--- config.mk ---
export PLATFORM = sky130hd
export DESIGN_NAME = fp32_mul_trunc
export DESIGN_NICKNAME = d
export VERILOG_FILES = /design/src/rtl/fp32_mul_pkg.sv /design/src/rtl/fpm_unpack.sv /design/src/rtl/fpm_sig_mul.sv /design/src/rtl/fpm_exp_path.sv /design/src/rtl/fp32_mul_trunc.sv
export SDC_FILE = /design/constraint.sdc
export NUM_CORES = 1
export LEC_CHECK = 0
export ABC_CLOCK_PERIOD_IN_PS = 9900
export BUFFER_PORTS_ARGS = -buffer_cell sky130_fd_sc_hd__buf_2
export CORE_UTILIZATION = 50
export DETAILED_ROUTE_END_ITERATION = 12
export PLACE_DENSITY_LB_ADDON = 0.12
export SLEW_MARGIN = 20
export SYNTH_ARGS = -nofsm -noshare
export SYNTH_HDL_FRONTEND = slang
export SYNTH_SLANG_ARGS = --single-unit
--- constraint.sdc ---
create_clock -name clk -period 9.9 [get_ports clk]
set_input_delay 0.495 -clock clk [delete_from_list [all_inputs] [get_ports clk]]
set_output_delay 0.495 -clock clk [all_outputs]
set_load 0.005 [all_outputs]
--- src/rtl/fp32_mul_pkg.sv ---
// Package: shared defaults and the result class for the truncating multiplier.
// Assumes binary32 layout by default; widths are overridable at the top.
package fp32_mul_pkg;

    localparam int DEF_EXP_W  = 8;
    localparam int DEF_FRAC_W = 23;

    // Which packing rule applies to an operation
    typedef enum logic [1:0] {
        CLS_NORMAL = 2'd0,
        CLS_ZERO   = 2'd1,
        CLS_OVF    = 2'd2,
        CLS_UNF    = 2'd3
    } res_class_e;

endpackage

--- src/rtl/fpm_unpack.sv ---
// Module: fpm_unpack
// Splits one floating-point word into sign, exponent field and significand
// with the leading one always restored. Flags the word as zero when both
// exponent and fraction are zero. Assumes sign is the top bit, exponent next.
module fpm_unpack #(
    parameter int EXP_W  = 8,
    parameter int FRAC_W = 23,
    localparam int W     = 1 + EXP_W + FRAC_W,
    localparam int SIG_W = FRAC_W + 1
) (
    input  logic [W-1:0]     word,
    output logic             sign,
    output logic [EXP_W-1:0] exp_f,
    output logic [SIG_W-1:0] sig,
    output logic             is_zero
);

    logic [FRAC_W-1:0] frac;

    // Field split
    always_comb begin
        sign  = word[W-1];
        exp_f = word[W-2:FRAC_W];
        frac  = word[FRAC_W-1:0];
    end

    // Significand with hidden one, and zero detection
    always_comb begin
        sig     = {1'b1, frac};
        is_zero = (exp_f == '0) && (frac == '0);
    end

endmodule

--- src/rtl/fpm_sig_mul.sv ---
// Module: fpm_sig_mul
// Multiplies two significands (each in [1,2)) and normalises the product.
// norm is set when the product reaches 2.0; the kept fraction is then taken
// one position higher. Everything below the kept fraction is truncated.
module fpm_sig_mul #(
    parameter int FRAC_W = 23,
    localparam int SIG_W  = FRAC_W + 1,
    localparam int PROD_W = 2 * SIG_W
) (
    input  logic [SIG_W-1:0]  sig_a,
    input  logic [SIG_W-1:0]  sig_b,
    output logic              norm,
    output logic [FRAC_W-1:0] frac
);

    logic [PROD_W-1:0] prod;

    // Full-width significand product
    always_comb prod = sig_a * sig_b;

    // Normalise and truncate to the fraction width
    always_comb begin
        norm = prod[PROD_W-1];
        if (norm)
            frac = FRAC_W'(prod >> SIG_W);
        else
            frac = FRAC_W'(prod >> (SIG_W - 1));
    end

endmodule

--- src/rtl/fpm_exp_path.sv ---
// Module: fpm_exp_path
// Adds the two exponent fields, removes one offset, and adds the
// normalisation carry. This is done two bits wider than the field and signed,
// so the range can be judged before packing. Assumes offset 2^(EXP_W-1)-1.
module fpm_exp_path #(
    parameter int EXP_W = 8,
    localparam int XW   = EXP_W + 2,
    localparam int BIAS = (1 << (EXP_W - 1)) - 1,
    localparam int EMAX = (1 << EXP_W) - 2
) (
    input  logic [EXP_W-1:0] exp_a,
    input  logic [EXP_W-1:0] exp_b,
    input  logic             norm,
    output logic [EXP_W-1:0] exp_out,
    output logic             too_big,
    output logic             too_small
);

    logic signed [XW-1:0] sum_raw;
    logic signed [XW-1:0] sum_adj;

    // Field sum, then offset removal with a second adder
    always_comb begin
        sum_raw = $signed({2'b00, exp_a}) + $signed({2'b00, exp_b});
        sum_adj = sum_raw - $signed(XW'(BIAS)) + $signed({{(XW-1){1'b0}}, norm});
    end

    // Range judgement and field extraction
    always_comb begin
        too_big   = sum_adj > $signed(XW'(EMAX));
        too_small = sum_adj < $signed(XW'(1));
        exp_out   = EXP_W'(sum_adj);
    end

endmodule

--- src/rtl/fp32_mul_trunc.sv ---
// Module: fp32_mul_trunc (top)
// Truncating floating-point multiplier with one register stage. The sign,
// exponent and significand paths run in parallel. A class decision picks the
// packing rule (zero, overflow, underflow or normal), and the packed word and
// flags are captured on a valid edge. done follows one cycle later.
// Assumes a synchronous active-low reset and no NaN handling.
module fp32_mul_trunc
    import fp32_mul_pkg::*;
#(
    parameter int EXP_W  = DEF_EXP_W,
    parameter int FRAC_W = DEF_FRAC_W,
    localparam int W     = 1 + EXP_W + FRAC_W,
    localparam int SIG_W = FRAC_W + 1
) (
    input  logic         clk,
    input  logic         rst_n,
    input  logic         in_valid,
    input  logic [W-1:0] op_a,
    input  logic [W-1:0] op_b,
    output logic [W-1:0] result,
    output logic         ovf,
    output logic         unf,
    output logic         done
);

    logic [W-1:0]     ops   [2];
    logic [1:0]       sgn;
    logic [EXP_W-1:0] exps  [2];
    logic [SIG_W-1:0] sigs  [2];
    logic [1:0]       zer;

    logic              norm;
    logic [FRAC_W-1:0] frac_m;
    logic [EXP_W-1:0]  exp_m;
    logic              too_big;
    logic              too_small;
    logic              sign_r;
    res_class_e        cls;
    logic [W-1:0]      packed_w;

    logic [W-1:0] result_q;
    logic         ovf_q;
    logic         unf_q;
    logic         done_q;

    // Operand array for the repeated unpack stage
    always_comb begin
        ops[0] = op_a;
        ops[1] = op_b;
    end

    for (genvar g = 0; g < 2; g++) begin : g_unpack
        fpm_unpack #(.EXP_W(EXP_W), .FRAC_W(FRAC_W)) u_unpack (
            .word    (ops[g]),
            .sign    (sgn[g]),
            .exp_f   (exps[g]),
            .sig     (sigs[g]),
            .is_zero (zer[g])
        );
    end

    fpm_sig_mul #(.FRAC_W(FRAC_W)) u_sig (
        .sig_a (sigs[0]),
        .sig_b (sigs[1]),
        .norm  (norm),
        .frac  (frac_m)
    );

    fpm_exp_path #(.EXP_W(EXP_W)) u_exp (
        .exp_a     (exps[0]),
        .exp_b     (exps[1]),
        .norm      (norm),
        .exp_out   (exp_m),
        .too_big   (too_big),
        .too_small (too_small)
    );

    // Result class: zero operand wins, then overflow, then underflow
    always_comb begin
        sign_r = sgn[0] ^ sgn[1];
        if (|zer)
            cls = CLS_ZERO;
        else if (too_big)
            cls = CLS_OVF;
        else if (too_small)
            cls = CLS_UNF;
        else
            cls = CLS_NORMAL;
    end

    // Pack the word according to its class
    always_comb begin
        unique case (cls)
            CLS_OVF:    packed_w = {sign_r, {EXP_W{1'b1}}, {FRAC_W{1'b0}}};
            CLS_NORMAL: packed_w = {sign_r, exp_m, frac_m};
            default:    packed_w = {sign_r, {(W-1){1'b0}}};
        endcase
    end

    // Output register: load on valid, pulse done one cycle later
    always_ff @(posedge clk) begin
        if (!rst_n) begin
            result_q <= '0;
            ovf_q    <= 1'b0;
            unf_q    <= 1'b0;
            done_q   <= 1'b0;
        end else begin
            done_q <= in_valid;
            if (in_valid) begin
                result_q <= packed_w;
                ovf_q    <= (cls == CLS_OVF);
                unf_q    <= (cls == CLS_UNF);
            end
        end
    end

    // Drive ports from the register stage
    always_comb begin
        result = result_q;
        ovf    = ovf_q;
        unf    = unf_q;
        done   = done_q;
    end

endmodule

==> flow_summary.ini <==
[outcome]
outcome = finished, final reports clean

[global_route]
grt-ovfl-total = 0
gr-usage-all-layers = 0.312
grt_pass1_vias = 17200
grt_max_degree = 33
grt_pass1_wl_microns = 97900
antenna_found_initial = 6

[clock_tree]
clkTransAtPathRegs_ps = 60
htree_levels = 2
cts-buffers-inserted = 5
cts_buffer_depth = 2
cts-root-buf = clkbuf_16
cts_hold_buf = 0
post_cts_buffers = 0
cts_sinks = 35
post_cts_resized = 0
tritoncts = done
worstSkewPairLatency_ps = 290

[timing]
min_period_ps = 9480
setup_viol = 0
finalCritPeriodShare = 0.958
finalMaxSlewViolations = 0
max_freq_mhz = 105
rsz0062_at_grt = no
tightest_slew_ps = 746
skew_ps = 0
slew_headroom = 0.503
whs_ps = 447
hold_viol_final = 0

[synth]
synthTopCellsByCount = inv_1, fa_1, nand2_1
yosys-top-cells-area = fa_1, ha_1, inv_1
yosysUniqueCellTypes = 69
synth_top_area_cell = fa_1
syn_nets = 3059
ys_ff_latch = 35
netlist_instances = 2331
synth_edf_count = 0
ys.flop_type = dfxtp_1
ys_seq_area_frac = 0.0343
synth_top_area_share = 0.472
synthArstFlopShare = 0
yosysMostFrequentCell = inv_1
syn_avg_cell_area_sq_um = 8.77
synth_area_sq_mm = 0.0205
yosys_warnings = 0

[hold_path]
min_to = ovf$_SDFFE_PN0P_
min_path_type = reg -> reg
hp-start = ovf$_SDFFE_PN0P_
worstHoldPathCells = 1

[critical_path]
crit_type = in -> reg
cp-end-kind = register
cpPeakStageDelay_ps = 640
r2r_slack_ps = 9030
timing.rr.start = result[13]$_SDFFE_PN0P_
worstSetupStartpointType = input port
path_common_cell = fa_1
cp_data_arrival_time_ps = 9650
cp.required_ps = 10060
ff2ff_path_depth = 2
startpoint = op_b[21]
critPathMaxFanout = 25
timing.rr.end = result[13]$_SDFFE_PN0P_
cp_slowest_cell = fa_1

[floorplan]
die_y_microns = 204
start_util = 0.511
core.rowCount = 73
dieArea_sq_mm = 0.0417
io_pins = 102
core-area_sq_mm = 0.0400
die_w_microns = 204

[detailed_routing]
routed_wirelength_microns = 62000
vias_per_cell = 5.39
route.vias.total = 16000
drc = 0
wl_per_cell_microns = 20.8
postRouteAntennaNets = 0
drt_iter0_drc = 938
firstDrtPassIters = 5

[placement]
dpl.hpwl_microns = 52900
place_area_sq_mm = 0.0221
io_buffers = 101
gp_congestion = 0.963

[cells_and_area]
nets = 3173
syn_to_final_growth_pct = 8.92
drive_above_1_share = 0.0953
design_area_sq_mm = 0.0223

[job]
max_cap_violations = 0
-- how the worst max path moves through the flow --
stage | endpoint | slack (ps)
final | result[13]$_SDFFE_PN0P_ | 420
after global routing | result[13]$_SDFFE_PN0P_ | 4
after CTS | result[13]$_SDFFE_PN0P_ | 270
after detailed placement | result[13]$_SDFFE_PN0P_ | -20
after global placement | result[9]$_SDFFE_PN0P_ | 180
after floorplan | result[13]$_SDFFE_PN0P_ | 400
-- cells by family (layout without fill, tap and decap cells) --
logic type,after synthesis,after routing,share of synthesized area
mux,10,10,0.00496
other cells,0,3,0
simple gates,705,705,0.168
fa+ha+maj,661,661,0.581
xor+xnor,34,34,0.0160
buf+inv,675,790,0.125
flops,35,35,0.0343
compound gates,211,211,0.0708
-- per-layer routing --
| metal | global-route usage | vias to the layer above | routed length [microns] |
|---|---|---|---|
| met5 | 0 | - | 21 |
| met4 | 0.115 | 4 | 2470 |
| met3 | 0.0440 | 126 | 3960 |
| met2 | 0.522 | 570 | 29700 |
| met1 | 0.413 | 8129 | 25800 |
| li1 | - | 7206 | - |
-- worst max-delay path, delay by kind of cell --
kind / cells / cell delay [ps]
AO/OA/AOI/OAI: 10 / 2080
adder cells (fa/ha/maj): 10 / 4100
AND/OR/NAND/NOR: 6 / 1510
XOR/XNOR: 1 / 440
buffers and inverters: 6 / 970
-- through the flow --
step	setup TNS, ps	cells	worst slack [ps]	utilization
2_1_floorplan	0	2331	399	-
3_3_place_gp	0	2963	181	0.552
3_5_place_dp	-15.9	2963	-15.9	0.552
4_1_cts	0	2971	273	0.556
5_1_grt	0	2971	4.49	0.557
6_report	0	2974	418	0.557
-- sequential cells by signal (all words and copies together), names as in the netlist --
register and flops:
unf 1, ovf 1, result 32, done 1
-- cell type report --
cell class	instances	area, sq um
clock inverter	2	16.3
tap	525	657
inverter	576	2170
clock buffer	6	139
antenna	3	7.51
sequential	35	701
timing repair buffer	206	1360
multi-input combinational	1621	17200
fill	3695	17700
-- cells in the final DEF, fill, tap and decap left out, types with 4 or more instances in the layout --
| cell | n |
|---|---|
| o21ai_1 | 5 |
| xnor2_1 | 23 |
| o221ai_1 | 5 |
| nor3_1 | 14 |
| and3_1 | 10 |
| a22o_1 | 4 |
| a31oi_1 | 5 |
| mux2i_1 | 9 |
| nand2b_1 | 5 |
| nand4_1 | 11 |
| nor4_1 | 14 |
| inv_1 | 572 |
| o21bai_1 | 7 |
| fa_1 | 482 |
| a221o_1 | 7 |
| a21o_1 | 23 |
| nor2_1 | 59 |
| o211ai_1 | 8 |
| buf_2 | 100 |
| nand2_1 | 333 |
| a211oi_1 | 9 |
| or3_1 | 5 |
| and4_1 | 4 |
| a221oi_1 | 4 |
| dfxtp_1 | 35 |
| o21a_1 | 5 |
| ha_1 | 179 |
| nand3_1 | 6 |
| xor2_1 | 9 |
| buf_12 | 5 |
| clkbuf_16 | 5 |
| buf_4 | 99 |
| a21oi_1 | 52 |
| o21ai_0 | 42 |
| a311oi_1 | 4 |
| and2_1 | 223 |
Power is left out: the tool's default activity adds up to more than one toggle a clock period on the data nets, which glitch-free logic cannot reach.
